===== config.mk =====
export PLATFORM = sky130hd
export DESIGN_NAME = irq_ctrl8
export DESIGN_NICKNAME = d
export VERILOG_FILES = /design/src/rtl/irq_ctrl_pkg.sv /design/src/rtl/irq_trig_reg.sv /design/src/rtl/irq_req_unit.sv /design/src/rtl/irq_resolver.sv /design/src/rtl/irq_ctl_unit.sv /design/src/rtl/irq_ctrl8.sv
export SDC_FILE = /design/constraint.sdc
export NUM_CORES = 1
export LEC_CHECK = 0
export BUFFER_PORTS_ARGS = -buffer_cell sky130_fd_sc_hd__buf_2
export CAP_MARGIN = 20
export CORE_MARGIN = 2
export CORE_UTILIZATION = 45
export CTS_CLUSTER_DIAMETER = 150
export DETAILED_ROUTE_END_ITERATION = 12
export GPL_TIMING_DRIVEN = 0
export SYNTH_ARGS = -nofsm -noshare
export SYNTH_HDL_FRONTEND = slang
export SYNTH_SLANG_ARGS = --single-unit

===== constraint.sdc =====
create_clock -name clk -period 10.68 [get_ports clk]
set_input_delay 2.136 -clock clk [delete_from_list [all_inputs] [get_ports clk]]
set_output_delay 2.136 -clock clk [all_outputs]
set_load 0.02 [all_outputs]

===== src/rtl/irq_ctrl_pkg.sv =====
package irq_ctrl_pkg;
  localparam int NIN = 8;
  localparam int IW  = 3;
  localparam int CASC_SLOT = 2;

  typedef logic [NIN-1:0] vec_t;
  typedef logic [IW-1:0]  idx_t;
  typedef logic [IW:0]    rank_t;

  typedef enum logic [1:0] {
    SEQ_RUN  = 2'd0,
    SEQ_BASE = 2'd1,
    SEQ_SKIP = 2'd2,
    SEQ_MODE = 2'd3
  } seq_e;

  // Rank of the best set bit counted from base; NIN when no bit is set.
  function automatic rank_t rel_rank(vec_t m, idx_t base);
    rank_t r;
    idx_t  j;
    r = rank_t'(NIN);
    for (int k = NIN - 1; k >= 0; k--) begin
      j = base + idx_t'(k);
      if (m[j]) r = rank_t'(k);
    end
    return r;
  endfunction

  function automatic idx_t abs_idx(rank_t r, idx_t base);
    return r[IW-1:0] + base;
  endfunction
endpackage


===== src/rtl/irq_trig_reg.sv =====
module irq_trig_reg
  import irq_ctrl_pkg::*;
#(
  parameter logic [7:0] TRIG_MASK = 8'hF8
) (
  input  logic clk,
  input  logic rst_n,
  input  logic wr,
  input  vec_t din,
  output vec_t trig_q
);
  always_ff @(posedge clk) begin
    if (!rst_n)  trig_q <= '0;
    else if (wr) trig_q <= din & vec_t'(TRIG_MASK);
  end
endmodule


===== src/rtl/irq_req_unit.sv =====
module irq_req_unit
  import irq_ctrl_pkg::*;
(
  input  logic clk,
  input  logic rst_n,
  input  vec_t lines,
  input  vec_t trig,
  input  vec_t clr,
  input  logic flush,
  output vec_t irr_q,
  output vec_t lvl_q
);
  vec_t cap;
  vec_t rise;

  always_comb begin
    rise = lines & ~lvl_q;
    cap  = (trig & lines) | (~trig & (irr_q | rise));
    cap  = cap & ~clr;
    if (flush) cap = cap & trig;
  end

  always_ff @(posedge clk) begin
    if (!rst_n) begin
      irr_q <= '0;
      lvl_q <= '0;
    end else begin
      irr_q <= cap;
      lvl_q <= flush ? '0 : lines;
    end
  end
endmodule


===== src/rtl/irq_resolver.sv =====
module irq_resolver
  import irq_ctrl_pkg::*;
(
  input  vec_t irr,
  input  vec_t imr,
  input  vec_t isr,
  input  idx_t base,
  input  logic nested,
  input  logic smm,
  input  logic cascade,
  output logic win_vld,
  output idx_t win
);
  vec_t  svc;
  rank_t req_rank;
  rank_t svc_rank;

  always_comb begin
    svc = isr;
    if (nested && cascade) svc[CASC_SLOT] = 1'b0;
    if (smm) svc = svc & ~imr;
    req_rank = rel_rank(irr & ~imr, base);
    svc_rank = rel_rank(svc, base);
    win_vld  = req_rank < svc_rank;
    win      = abs_idx(req_rank, base);
  end
endmodule


===== src/rtl/irq_ctl_unit.sv =====
module irq_ctl_unit
  import irq_ctrl_pkg::*;
(
  input  logic clk,
  input  logic rst_n,
  input  logic addr,
  input  logic wr_en,
  input  logic rd_en,
  input  logic inta,
  input  logic [7:0] wdata,
  input  vec_t trig,
  input  logic win_vld,
  input  idx_t win,
  output vec_t imr_q,
  output vec_t isr_q,
  output idx_t base_q,
  output logic [7:0] vbase_q,
  output logic nested_q,
  output logic aeoi_q,
  output logic smm_q,
  output logic rsel_q,
  output logic poll_q,
  output vec_t req_clr,
  output logic flush
);
  seq_e  seq_q;
  logic  ic4_q;
  logic  raeoi_q;
  logic  icw1, ocw3, ocw2, dat1;
  logic  ack_hit, poll_hit;
  rank_t eoi_rank;
  idx_t  eoi_idx;
  logic  eoi_any;
  idx_t  arg;

  always_comb begin
    icw1     = wr_en && !addr && wdata[4];
    ocw3     = wr_en && !addr && !wdata[4] && wdata[3];
    ocw2     = wr_en && !addr && !wdata[4] && !wdata[3];
    dat1     = wr_en && addr;
    ack_hit  = inta && win_vld;
    poll_hit = rd_en && poll_q && win_vld;
    eoi_rank = rel_rank(isr_q, base_q);
    eoi_idx  = abs_idx(eoi_rank, base_q);
    eoi_any  = !eoi_rank[IW];
    arg      = wdata[IW-1:0];
    flush    = icw1;
    req_clr  = '0;
    if (ack_hit && !trig[win]) req_clr[win] = 1'b1;
    if (poll_hit)              req_clr[win] = 1'b1;
  end

  always_ff @(posedge clk) begin
    if (!rst_n) begin
      seq_q    <= SEQ_RUN;
      ic4_q    <= 1'b0;
      raeoi_q  <= 1'b0;
      imr_q    <= '0;
      isr_q    <= '0;
      base_q   <= '0;
      vbase_q  <= '0;
      nested_q <= 1'b0;
      aeoi_q   <= 1'b0;
      smm_q    <= 1'b0;
      rsel_q   <= 1'b0;
      poll_q   <= 1'b0;
    end else if (icw1) begin
      ic4_q  <= wdata[0];
      imr_q  <= '0;
      base_q <= '0;
      smm_q  <= 1'b0;
      rsel_q <= 1'b0;
      seq_q  <= SEQ_BASE;
      if (!wdata[0]) begin
        nested_q <= 1'b0;
        aeoi_q   <= 1'b0;
      end
    end else if (ocw3) begin
      if (wdata[2]) poll_q <= 1'b1;
      if (wdata[1]) rsel_q <= wdata[0];
      if (wdata[6]) smm_q  <= wdata[5];
    end else if (ocw2) begin
      case (wdata[7:5])
        3'd0: raeoi_q <= 1'b0;
        3'd4: raeoi_q <= 1'b1;
        3'd1: if (eoi_any) isr_q[eoi_idx] <= 1'b0;
        3'd5: if (eoi_any) begin
          isr_q[eoi_idx] <= 1'b0;
          base_q         <= eoi_idx + idx_t'(1);
        end
        3'd3: isr_q[arg] <= 1'b0;
        3'd6: base_q <= arg + idx_t'(1);
        3'd7: begin
          isr_q[arg] <= 1'b0;
          base_q     <= arg + idx_t'(1);
        end
        default: ;
      endcase
    end else if (dat1) begin
      case (seq_q)
        SEQ_RUN:  imr_q <= wdata;
        SEQ_BASE: begin
          vbase_q <= wdata & 8'hF8;
          seq_q   <= SEQ_SKIP;
        end
        SEQ_SKIP: seq_q <= ic4_q ? SEQ_MODE : SEQ_RUN;
        default: begin
          nested_q <= wdata[4];
          aeoi_q   <= wdata[1];
          seq_q    <= SEQ_RUN;
        end
      endcase
    end else if (ack_hit) begin
      if (!aeoi_q)      isr_q[win] <= 1'b1;
      else if (raeoi_q) base_q     <= win + idx_t'(1);
    end else if (rd_en && poll_q) begin
      poll_q <= 1'b0;
      if (win_vld) isr_q[win] <= 1'b0;
    end
  end
endmodule


===== src/rtl/irq_ctrl8.sv =====
module irq_ctrl8
  import irq_ctrl_pkg::*;
#(
  parameter logic [7:0] TRIG_MASK = 8'hF8
) (
  input  logic       clk,
  input  logic       rst_n,
  input  logic       addr,
  input  logic       wr_en,
  input  logic       rd_en,
  input  logic [7:0] wdata,
  output logic [7:0] rdata,
  input  logic       trig_wr,
  output logic [7:0] trig_mode,
  input  logic [7:0] irq_in,
  input  logic       cascade_in,
  output logic       int_out,
  input  logic       inta,
  output logic [7:0] vec_out
);
  vec_t       trig_q, irr_q, lvl_q, imr_q, isr_q, req_clr;
  idx_t       base_q, win_idx;
  logic [7:0] vbase_q;
  logic       nested_q, aeoi_q, smm_q, rsel_q, poll_q, flush, win_vld;
  logic [7:0] pick_byte;

  irq_trig_reg #(.TRIG_MASK(TRIG_MASK)) u_trig (
    .clk(clk), .rst_n(rst_n), .wr(trig_wr), .din(wdata), .trig_q(trig_q)
  );

  irq_req_unit u_req (
    .clk(clk), .rst_n(rst_n), .lines(irq_in), .trig(trig_q),
    .clr(req_clr), .flush(flush), .irr_q(irr_q), .lvl_q(lvl_q)
  );

  irq_resolver u_res (
    .irr(irr_q), .imr(imr_q), .isr(isr_q), .base(base_q),
    .nested(nested_q), .smm(smm_q), .cascade(cascade_in),
    .win_vld(win_vld), .win(win_idx)
  );

  irq_ctl_unit u_ctl (
    .clk(clk), .rst_n(rst_n), .addr(addr), .wr_en(wr_en), .rd_en(rd_en),
    .inta(inta), .wdata(wdata), .trig(trig_q), .win_vld(win_vld), .win(win_idx),
    .imr_q(imr_q), .isr_q(isr_q), .base_q(base_q), .vbase_q(vbase_q),
    .nested_q(nested_q), .aeoi_q(aeoi_q), .smm_q(smm_q), .rsel_q(rsel_q),
    .poll_q(poll_q), .req_clr(req_clr), .flush(flush)
  );

  always_comb begin
    pick_byte = {5'd0, (win_vld ? win_idx : idx_t'(7))};
    if (poll_q)      rdata = pick_byte;
    else if (addr)   rdata = imr_q;
    else if (rsel_q) rdata = isr_q;
    else             rdata = irr_q;
    vec_out   = vbase_q + pick_byte;
    int_out   = win_vld;
    trig_mode = trig_q;
  end
endmodule


## Word-level counts from Yosys, hierarchy flattened

Cells that the tools add are included.

| word-level totals | value |
|---|---|
| flip-flop bits (word level) | 54 |
| latch bits | 0 |
| memory bits (writable) | 0 |
| ROM bits | 0 |
| input bits | 24 |
| logic and storage cells | 265 |
| memories | 0 |

| operators by class | value |
|---|---|
| $add $sub $neg | 13 |
| $mul | 0 |
| divide/modulo/power cells | 0 |
| order comparisons | 15 |
| eq/ne operators | 23 |
| shift operators | 0 |
| muxes and demuxes | 128 |
| bitwise logic cells | 26 |
| reduce and logical (&&, ||, !) cells | 44 |

Operators by type and width:

| operator | count |
|---|---|
| $mux W8 | 14 |
| $mux W4 | 24 |
| $and A8 B8 Y8 | 10 |
| $bmux W1 S3 | 25 |
| $not A8 Y8 | 7 |
| $mux W1 | 50 |
| $lt A3 B4 Y1 const B | 11 |
| $or A8 B8 Y8 | 4 |
| $mux W3 | 7 |
| $pmux W8 S2 | 1 |
| $reduce_and A4 Y1 | 4 |
| $ne A3 B3 Y1 const B | 5 |
| $logic_and A1 B1 Y1 | 14 |
| $add A3 B1 Y3 const B | 4 |
| $add A3 B3 Y3 const B | 4 |
| $eq A3 B3 Y1 const B | 4 |
| $reduce_bool A2 Y1 | 6 |
| $ne A2 B1 Y1 const B | 5 |
| $ne A2 B2 Y1 const B | 5 |
| $reduce_and A5 Y1 | 2 |
| $demux W1 S3 | 3 |
| $ge A3 B1 Y1 const B | 3 |
| $add A8 B3 Y8 | 1 |
| $reduce_and A8 Y1 | 1 |
| other kinds (21) | 35 |

## Longest topological paths before layout

Gate-level depths: netlist of the first run.

| logic depth | value |
|---|---|
| depth after elaboration | 24 |
| gate-level depth with buffers | 21 |
| depth with buffers taken out | 17 |

## Hierarchy

From an unflattened synthesis of the first run, not the netlist that was laid out.

| second synthesis, totals | value |
|---|---|
| cell total of the unflattened synthesis | 600 |
| area, all modules | 5,121.2 um^2 |

Modules (own cells, without submodules):

| module | instances | cells an instance | area an instance (um^2) | seq. area each (um^2) |
|---|---|---|---|---|
| irq_ctl_unit | 1 | 334 | 2,696.3 | 660.6 |
| irq_resolver | 1 | 121 | 1,084.8 | 0.0 |
| irq_req_unit | 1 | 72 | 694.4 | 320.3 |
| irq_ctrl8 | 1 | 53 | 426.7 | 0.0 |
| irq_trig_reg | 1 | 20 | 219.0 | 100.1 |

## Worst setup path after synthesis of the first run

OpenSTA, ideal clock, no wires.

| timing | value |
|---|---|
| path type | in2out |
| from | in cascade_in |
| to | out rdata[2] |
| arrival | 4,522 ps |
| data required time | 8,544 ps |
| slack | 4,022 ps |
| stages | 13 |
| cell sequence | a22o_1 > o22ai_1 > o21ai_0 > a21oi_1 > nor2_1 > nor3_1 > o31ai_1 > ha_1 > or2_2 > a221oi_4 > o21ai_2 > o21ai_0 > o21ai_0 |

| between the ends | value |
|---|---|
| cells in the longest elaborated chain, start to end | 17 |
| elaborated cells between the ends (all ways) | 31 |
| those cells by class | order compare (1); mux (28); bitwise (1); reduce/logical (1) |

Ends and longest elaborated chain:

| element | line | source |
|---|---|---|
| start: declaration | irq_ctrl8.sv:16 | `input logic cascade_in,` |
| $logic_and A1 B1 Y1 (*) | irq_resolver.sv:20 | `if (nested && cascade) svc[CASC_SLOT] = 1'b0;` |
| $mux W1 (*) | irq_resolver.sv:20 |  |
| $and A8 B8 Y8 | irq_resolver.sv:21 | `if (smm) svc = svc & ~imr;` |
| $mux W8 (*) | irq_resolver.sv:21 |  |
| $bmux W1 S3 | irq_ctrl_pkg.sv:24 | `if (m[j]) r = rank_t'(k);` |
| $mux W1 (implied by the code) | irq_ctrl_pkg.sv:24 |  |
| $mux W4 (7 in series) | irq_ctrl_pkg.sv:24 |  |
| $mux W4 (*) | irq_ctrl_pkg.sv:24 |  |
| $lt A4 B4 Y1 (*) | irq_resolver.sv:24 | `win_vld = req_rank < svc_rank;` |
| $mux W3 (*) | irq_ctrl8.sv:51 | `pick_byte = {5'd0, (win_vld ? win_idx : idx_t'(7))};` |
| $mux W8 (*) | irq_ctrl8.sv:52 | `if (poll_q) rdata = pick_byte;` |
| end: declaration | irq_ctrl8.sv:12 | `output logic [7:0] rdata,` |

Every way passes the cells marked *; elsewhere a longest branch is shown, timed or not. The select of a mux whose other input is x is not followed.

## Worst setup path after layout of the first run

| timing | value |
|---|---|
| from | reg u_ctl.base_q[1] |
| to | out rdata[1] |

| between the ends | value |
|---|---|
| cells in the longest elaborated chain, start to end | 14 |
| elaborated cells between the ends (all ways) | 59 |
| those cells by class | add/sub (8); order compare (1); mux (50) |

Ends and longest elaborated chain:

| element | line | source |
|---|---|---|
| start: declaration | irq_ctl_unit.sv:16 | `output idx_t base_q,` |
| start signal: assignment | irq_ctl_unit.sv:89 | `base_q <= eoi_idx + idx_t'(1);` |
| start signal: assignment | irq_ctl_unit.sv:92 | `3'd6: base_q <= arg + idx_t'(1);` |
| start signal: assignment | irq_ctl_unit.sv:95 | `base_q <= arg + idx_t'(1);` |
| $add A3 B3 Y3 | irq_ctrl_pkg.sv:23 | `j = base + idx_t'(k);` |
| $bmux W1 S3 | irq_ctrl_pkg.sv:24 |  |
| $mux W1 (implied by the code) | irq_ctrl_pkg.sv:24 |  |
| $mux W4 (8 in series) | irq_ctrl_pkg.sv:24 |  |
| $lt A4 B4 Y1 or $add A3 B3 Y3 (tied branches) | irq_resolver.sv:24, irq_ctrl_pkg.sv:30 |  |
| $mux W3 (*) | irq_ctrl8.sv:51 |  |
| $mux W8 (*) | irq_ctrl8.sv:52 |  |

Marked as above.

==> results by group, run 1 <==
Worst setup path
  • CP Launch Type: flop
  • Crit-path max FO: 10
  • Flop2flop setup slack: 5100 ps
  • CP arrival: 5460 ps
  • Crit. Startpoint: u_ctl.base_q[1]
  • CP peak stage delay: 610 ps
  • Worst path required time: 8540 ps
  • Crit. End Element: output port
  • CP Class: flop to output port
  • CP Cell Sequence: buf_2 -> inv_1 -> ha_1 -> xnor2_1 -> mux4_2 -> nor2_1 -> or3_1 -> a21oi_1 -> nor4_1 -> nor3b_1 -> ha_1 -> o211ai_1 -> o21ai_2 -> o21ai_0 -> o21ai_0 -> buf_2
  • RR Startpoint: u_ctl.base_q[1]
  • Critical path's slowest cell: o211ai_1

STA
  • Post-layout minimum cycle time: 7597 ps
  • RSZ-0062 raised after global routing: false
  • Fmax: 131.6 MHz
  • Setup Skew: 11.67 ps
  • Post-route setup slack: 3083 ps
  • Pins over their slew limit: 0
  • Worst slew pin tran: 752.2 ps
  • Final setup fails: 0
  • Post-Route Setup TNS: 0 ps
  • Slew HR: 49.63%
  • Tcrit/Tclk final: 71.14%
  • Final Hold Fails: 0

Cells and area
  • Share of cells above drive strength 1: 15.25%
  • Design Area, Final: 5364 um2
  • Most frequent cells in the layout: nor2_1, dfxtp_1, mux2i_1
  • Cell Count, Final, Fillers Out: 772
  • # diodes: 0
  • Most common cell after layout, fill and taps aside: nor2_1
  • Layout area overhead: 10.06%
  • Layout Nets: 673

Logic synthesis
  • Avg Cell Area, Syn: 8.302 um2
  • Mapped Cells: 587
  • Synth Area in Compound Gates: 22.28%
  • Async set or reset register ratio after synthesis: 0%
  • Mux share of post-synthesis cell area: 21.98%
  • Mapped cell area: 4873 um2
  • Synth Register Bits: 54
  • Largest family of logic cells by synthesized area: compound AO/OA/AOI/OAI gates
  • Unique cell type count in the Yosys netlist: 77
  • Yosys warnings: 0
  • Sequential fraction of the synthesis area: 22.18%
  • Number of synthesized flops with an enable pin: 0
  • Main synth FF type: dfxtp_1
  • XOR/XNOR share of the synthesized area: 0.8986%
  • Adder-Cell Fraction of Synth Area: 3.902%
  • Simple-Gate Fraction of Synth Area: 22.08%

Die
  • Standard-cell row count: 37
  • Die Width: 108.1 um
  • I/O pin total: 49
  • Initial Util: 46.79%
  • DIE AREA: 11680 um2
  • Chip height: 108.1 um
  • Core area: 10420 um2

Placed design
  • Place WS: 3325 ps
  • Placed cell areas: 5246 um2
  • Placed instance count: 764
  • DP HPWL: 11870 um
  • Final GP Congestion: 0.9207
  • Count of input and output buffers: 39

CTS
  • Post-CTS sizing: 0
  • Reg clk slew, reported paths: 110 ps
  • CTS root buf: clkbuf_8
  • CTS Buf Count: 5
  • Clock buffer depth: 2
  • H-tree Lvls: 2
  • Worst skew pair latency: 320 ps
  • CTS tree: done
  • TritonCTS Sinks: 54
  • Post-CTS Hold Fix Bufs: 0
  • Post-CTS Setup Bufs: 0

Drt
  • WL final: 15120 um
  • DR iter-0 viols: 436
  • Post-route antenna net violation count: 0
  • Average wire per cell in the routed design: 19.59 um
  • Vias: 4796
  • Vias per cell: 6.212
  • Initial DRT Pass Iterations: 7
  • Drc violations: 0

Hold path
  • HP Start: u_ctl.ic4_q
  • Hold Path Class: flop to flop

GRT
  • Grt total ovfl: 0
  • Total global-route track usage: 26.19%
  • Vias in the first global route: 4508
  • Largest net degree at the start of global routing: 19
  • First-pass GRT wire length: 23860 um
  • Initial antenna violation count: 0

Outcome
  • Status: complete, no violations

Flow run
  • Max cap viols: 0

Pwr
  • Lkg Pwr: 2.200 nW
  • PD cells: 177.7 nW/um2
  • Maximum vdd ir drop: 216.8 uV
  • Power Total: 953.4 uW
final timing paths:
check,end,cells past startpoint
min,u_ctl.ic4_q,2
min reg2reg,u_ctl.ic4_q,2
max reg2reg,u_ctl.base_q[2],19
max,rdata[1],16
through the flow:
stage | util [%] | hold slack, ps
3_5_place_dp | 50.37 | 453.8
3_3_place_gp | 50.37 | 442.0
6_report | 51.50 | 467.3
5_1_grt | 51.50 | 479.5
2_1_floorplan | - | 431.7
4_1_cts | 51.50 | 469.1
Yosys cell counts (3+ instances only):
| cell type | n | share of area, % |
|---|---|---|
| buf_4 | 3 | 0.46 |
| mux2_4 | 5 | 1.5 |
| a311oi_1 | 4 | 0.72 |
| a21oi_1 | 41 | 4.2 |
| nand4_1 | 4 | 0.51 |
| nor4_1 | 7 | 0.90 |
| o211ai_1 | 10 | 1.5 |
| dfxtp_1 | 54 | 22 |
| nor2_1 | 56 | 4.3 |
| inv_1 | 26 | 2.0 |
| o21a_1 | 5 | 0.77 |
| and3_1 | 11 | 1.4 |
| o21ai_0 | 25 | 2.6 |
| o211a_1 | 4 | 0.82 |
| ha_1 | 12 | 3.1 |
| o311a_1 | 3 | 0.62 |
| o31ai_1 | 6 | 0.92 |
| a211oi_1 | 11 | 1.7 |
| nand3b_1 | 4 | 0.62 |
| a32oi_1 | 4 | 0.72 |
| nand2_1 | 46 | 3.5 |
| buf_2 | 4 | 0.41 |
| or3_1 | 3 | 0.39 |
| xor2_1 | 3 | 0.54 |
| nand3_1 | 21 | 2.2 |
| mux4_1 | 6 | 3.2 |
| mux2_2 | 5 | 1.2 |
| buf_6 | 4 | 0.92 |
| o22ai_1 | 3 | 0.39 |
| a22oi_1 | 4 | 0.62 |
| o21bai_1 | 3 | 0.46 |
| o31a_1 | 3 | 0.54 |
| nor3_1 | 7 | 0.72 |
| clkbuf_1 | 24 | 1.8 |
| mux2i_1 | 50 | 10 |
| nor2b_1 | 16 | 2.1 |
| nand2b_1 | 19 | 2.4 |
| mux4_2 | 12 | 5.5 |
| nor3b_1 | 3 | 0.46 |
| and2_1 | 8 | 1.0 |
critical path: cells and delay by family, from the launching register on:
kind / cells / cell delay (ps)
DFF: 1 / 540
muxes: 1 / 410
buffers and inverters: 3 / 660
xor gates and xnor gates: 1 / 560
and+or+nand+nor: 4 / 940
adders and majority gates: 2 / 580
AOI/OAI and AO/OA: 5 / 1440
power breakdown:
part / switching (mW) / internal [mW] / total, mW
clock network: 0.0768 / 0.0716 / 0.148
registers: 0.0294 / 0.217 / 0.246
logic: 0.364 / 0.195 / 0.559
total: 0.470 / 0.484 / 0.953
cell families (layout without fill, tap and decap cells):
family / Yosys count / after routing
AOI/OAI and AO/OA: 154 / 154
xor gates and xnor gates: 5 / 5
adders and majority gates: 14 / 14
buffers and inverters: 66 / 113
DFF: 54 / 54
muxes: 79 / 79
other: 1 / 3
and+or+nand+nor: 214 / 214
area by class of cell:
class / instances / area [um2]
fill: 1026 / 5052
multi-input combinational: 469 / 3478
sequential: 54 / 1081
buffer: 38 / 216.5
timing repair buffer: 39 / 195.2
tap: 136 / 170.2
inverter: 28 / 105.1
clock buffer: 5 / 68.82
clock inverter: 3 / 48.80
routing by layer:
layer  routed length [um]  GRT usage, %  share of wire, %
met4                  363         8.425               2.4
met5                    0             0                 0
met2                 7143         44.25                47
met3                  932         2.893               6.2
met1                 6684         34.98                44
Power figures use the tool's default switching activity.
==> run 2: changes to the inputs <==
- PLACE_DENSITY: not set -> 0.66
- clock period: 10.68 -> 6.7 ns (I/O delays scaled with it)
==> results by group, run 2 (synthesis gave the netlist of run 1 again) <==
Die
  • Initial Util: 46.79%
  • Die Width: 108.1 um
  • Chip height: 108.1 um
  • I/O pin total: 49
  • DIE AREA: 11680 um2
  • Core area: 10420 um2
  • Standard-cell row count: 37

CTS
  • CTS root buf: clkbuf_8
  • Post-CTS Hold Fix Bufs: 0
  • Worst skew pair latency: 320 ps
  • CTS Buf Count: 5
  • Reg clk slew, reported paths: 100 ps
  • CTS tree: done
  • Clock buffer depth: 2
  • H-tree Lvls: 2
  • TritonCTS Sinks: 54

Worst setup path
  • Reg2reg path depth: 18
  • CP Launch Type: flop
  • CP arrival: 4930 ps
  • CP Class: flop to output port
  • Crit-path max FO: 10
  • Worst path required time: 5360 ps
  • Crit. End Element: output port

STA
  • Setup Skew: 9.653 ps
  • RSZ-0062 raised after global routing: false
  • Final setup fails: 0
  • Final Hold Fails: 0
  • Post-Route Setup TNS: 0 ps
  • Slew HR: 52.30%
  • Tcrit/Tclk final: 93.60%
  • Fmax: 159.5 MHz
  • Pins over their slew limit: 0
  • Worst slew pin tran: 710.8 ps
  • Post-layout minimum cycle time: 6271 ps

Placed design
  • Final GP Congestion: 0.9128
  • Placed instance count: 764
  • DP HPWL: 11400 um
  • Count of input and output buffers: 39

GRT
  • Vias in the first global route: 4537
  • First-pass GRT wire length: 23370 um
  • Total global-route track usage: 25.62%
  • Grt total ovfl: 0
  • Largest net degree at the start of global routing: 18
  • Initial antenna violation count: 0

Drt
  • Drc violations: 0
  • WL final: 14680 um
  • Post-route antenna net violation count: 0
  • Vias: 4699
  • DR iter-0 viols: 381
  • Vias per cell: 6.071
  • Average wire per cell in the routed design: 18.97 um
  • Initial DRT Pass Iterations: 5

Pwr
  • Pint: 800.6 uW
  • Sw frac: 48.09%
  • Power Total: 1.542 mW
  • Logic pwr share: 59.2%
  • Lkg Pwr: 2.223 nW
  • Clk pwr share: 15.6%
  • Seq pwr share: 25.3%
  • Maximum vdd ir drop: 287.9 uV
  • Sw Pwr: 741.7 uW
  • PD cells: 286.1 nW/um2

Outcome
  • Status: complete, no violations

Flow run
  • Max cap viols: 0

Cells and area
  • Layout Nets: 675
  • Most frequent cells in the layout: nor2_1, dfxtp_1, mux2i_1
  • Layout area overhead: 10.60%
  • # fillers: 989
  • Most common cell after layout, fill and taps aside: nor2_1
  • Cell Count, Final, Fillers Out: 774
  • # diodes: 0
  • Share of cells above drive strength 1: 15.67%

Hold path
  • Hold Path Class: flop to flop
  • Hold Path Depth: 2
## run 2: cell count changes in the layout (fill, tap and decap cells not counted)
cell / previous run / this run
clkbuf_8: 5 / 6
clkinvlp_4: 1 / 0
inv_6: 0 / 1
xnor2_1: 2 / 1
inv_8: 1 / 0
buf_4: 3 / 5
xnor2_2: 0 / 1
## run 2: metrics by stage
stage / setup WS, ps / area [um2] / util [%] / hold slack [ps]
final: 429.1 / 5390 / 51.75 / 457.4
after global routing: 91.36 / 5390 / 51.75 / 505.8
after CTS: 167.7 / 5368 / 51.53 / 461.6
after detailed placement: 519.8 / 5246 / 50.37 / 446.0
after global placement: 585.0 / 5246 / 50.37 / 445.8
after floorplan: 1488 / 4881 / - / 431.7
## run 2: metal layers
layer	global-route usage (%)	vias up	share of wire, %
met2	44.70	173	48
met4	8.150	0	2.1
met5	0	-	0
met1	33.41	2230	44
li1	-	2270	-
met3	2.351	26	5.8
## run 2: critical path: stages (launching register included)
cell and delay, ps:
dfxtp_1 540, buf_2 280, inv_1 140, ha_1 250
xor2_1 450, mux4_2 630, a211oi_1 230, nand3_1 180
and2_1 230, ha_1 190, fa_1 380, xnor2_1 180
a21oi_1 80, nand2b_1 290, nor2_1 350, inv_1 70
buf_2 160
## run 2: final timing paths
check	from	to	slack, ps
worst max-delay path	u_ctl.base_q[1]	vec_out[2]	430
worst max register to register	u_ctl.base_q[1]	u_ctl.base_q[2]	1280
worst min register to register	u_ctl.ic4_q	u_ctl.ic4_q	460
worst min-delay path	u_ctl.ic4_q	u_ctl.ic4_q	460
## run 2: power by group through the flow
stage          sequential (mW)  combinational [mW]  clock [mW]
2_1_floorplan            0.376               0.640           0
3_3_place_gp             0.394               0.848           0
3_5_place_dp             0.395               0.869           0
4_1_cts                  0.388               0.875       0.241
5_1_grt                  0.393               0.990       0.253
6_report                 0.390               0.913       0.240
## run 2: what timing repair did
action / CTS / global route
buffers inserted: 0 / 2
resized for setup: 0 / 1
setup endpoints to repair: 0 / 4
## run 2: area by class of cell
| type | instances | area [um2] | area share (%) |
|---|---|---|---|
| Clock buffer | 6 | 82.58 | 1.532 |
| Clock inverter | 2 | 38.79 | 0.7196 |
| Timing Repair Buffer | 41 | 210.2 | 3.900 |
| Buffer | 38 | 216.5 | 4.016 |
| Tap cell | 136 | 170.2 | 3.157 |
| Multi-Input combinational cell | 469 | 3486 | 64.67 |
| Inverter | 28 | 105.1 | 1.950 |
| Sequential cell | 54 | 1081 | 20.06 |
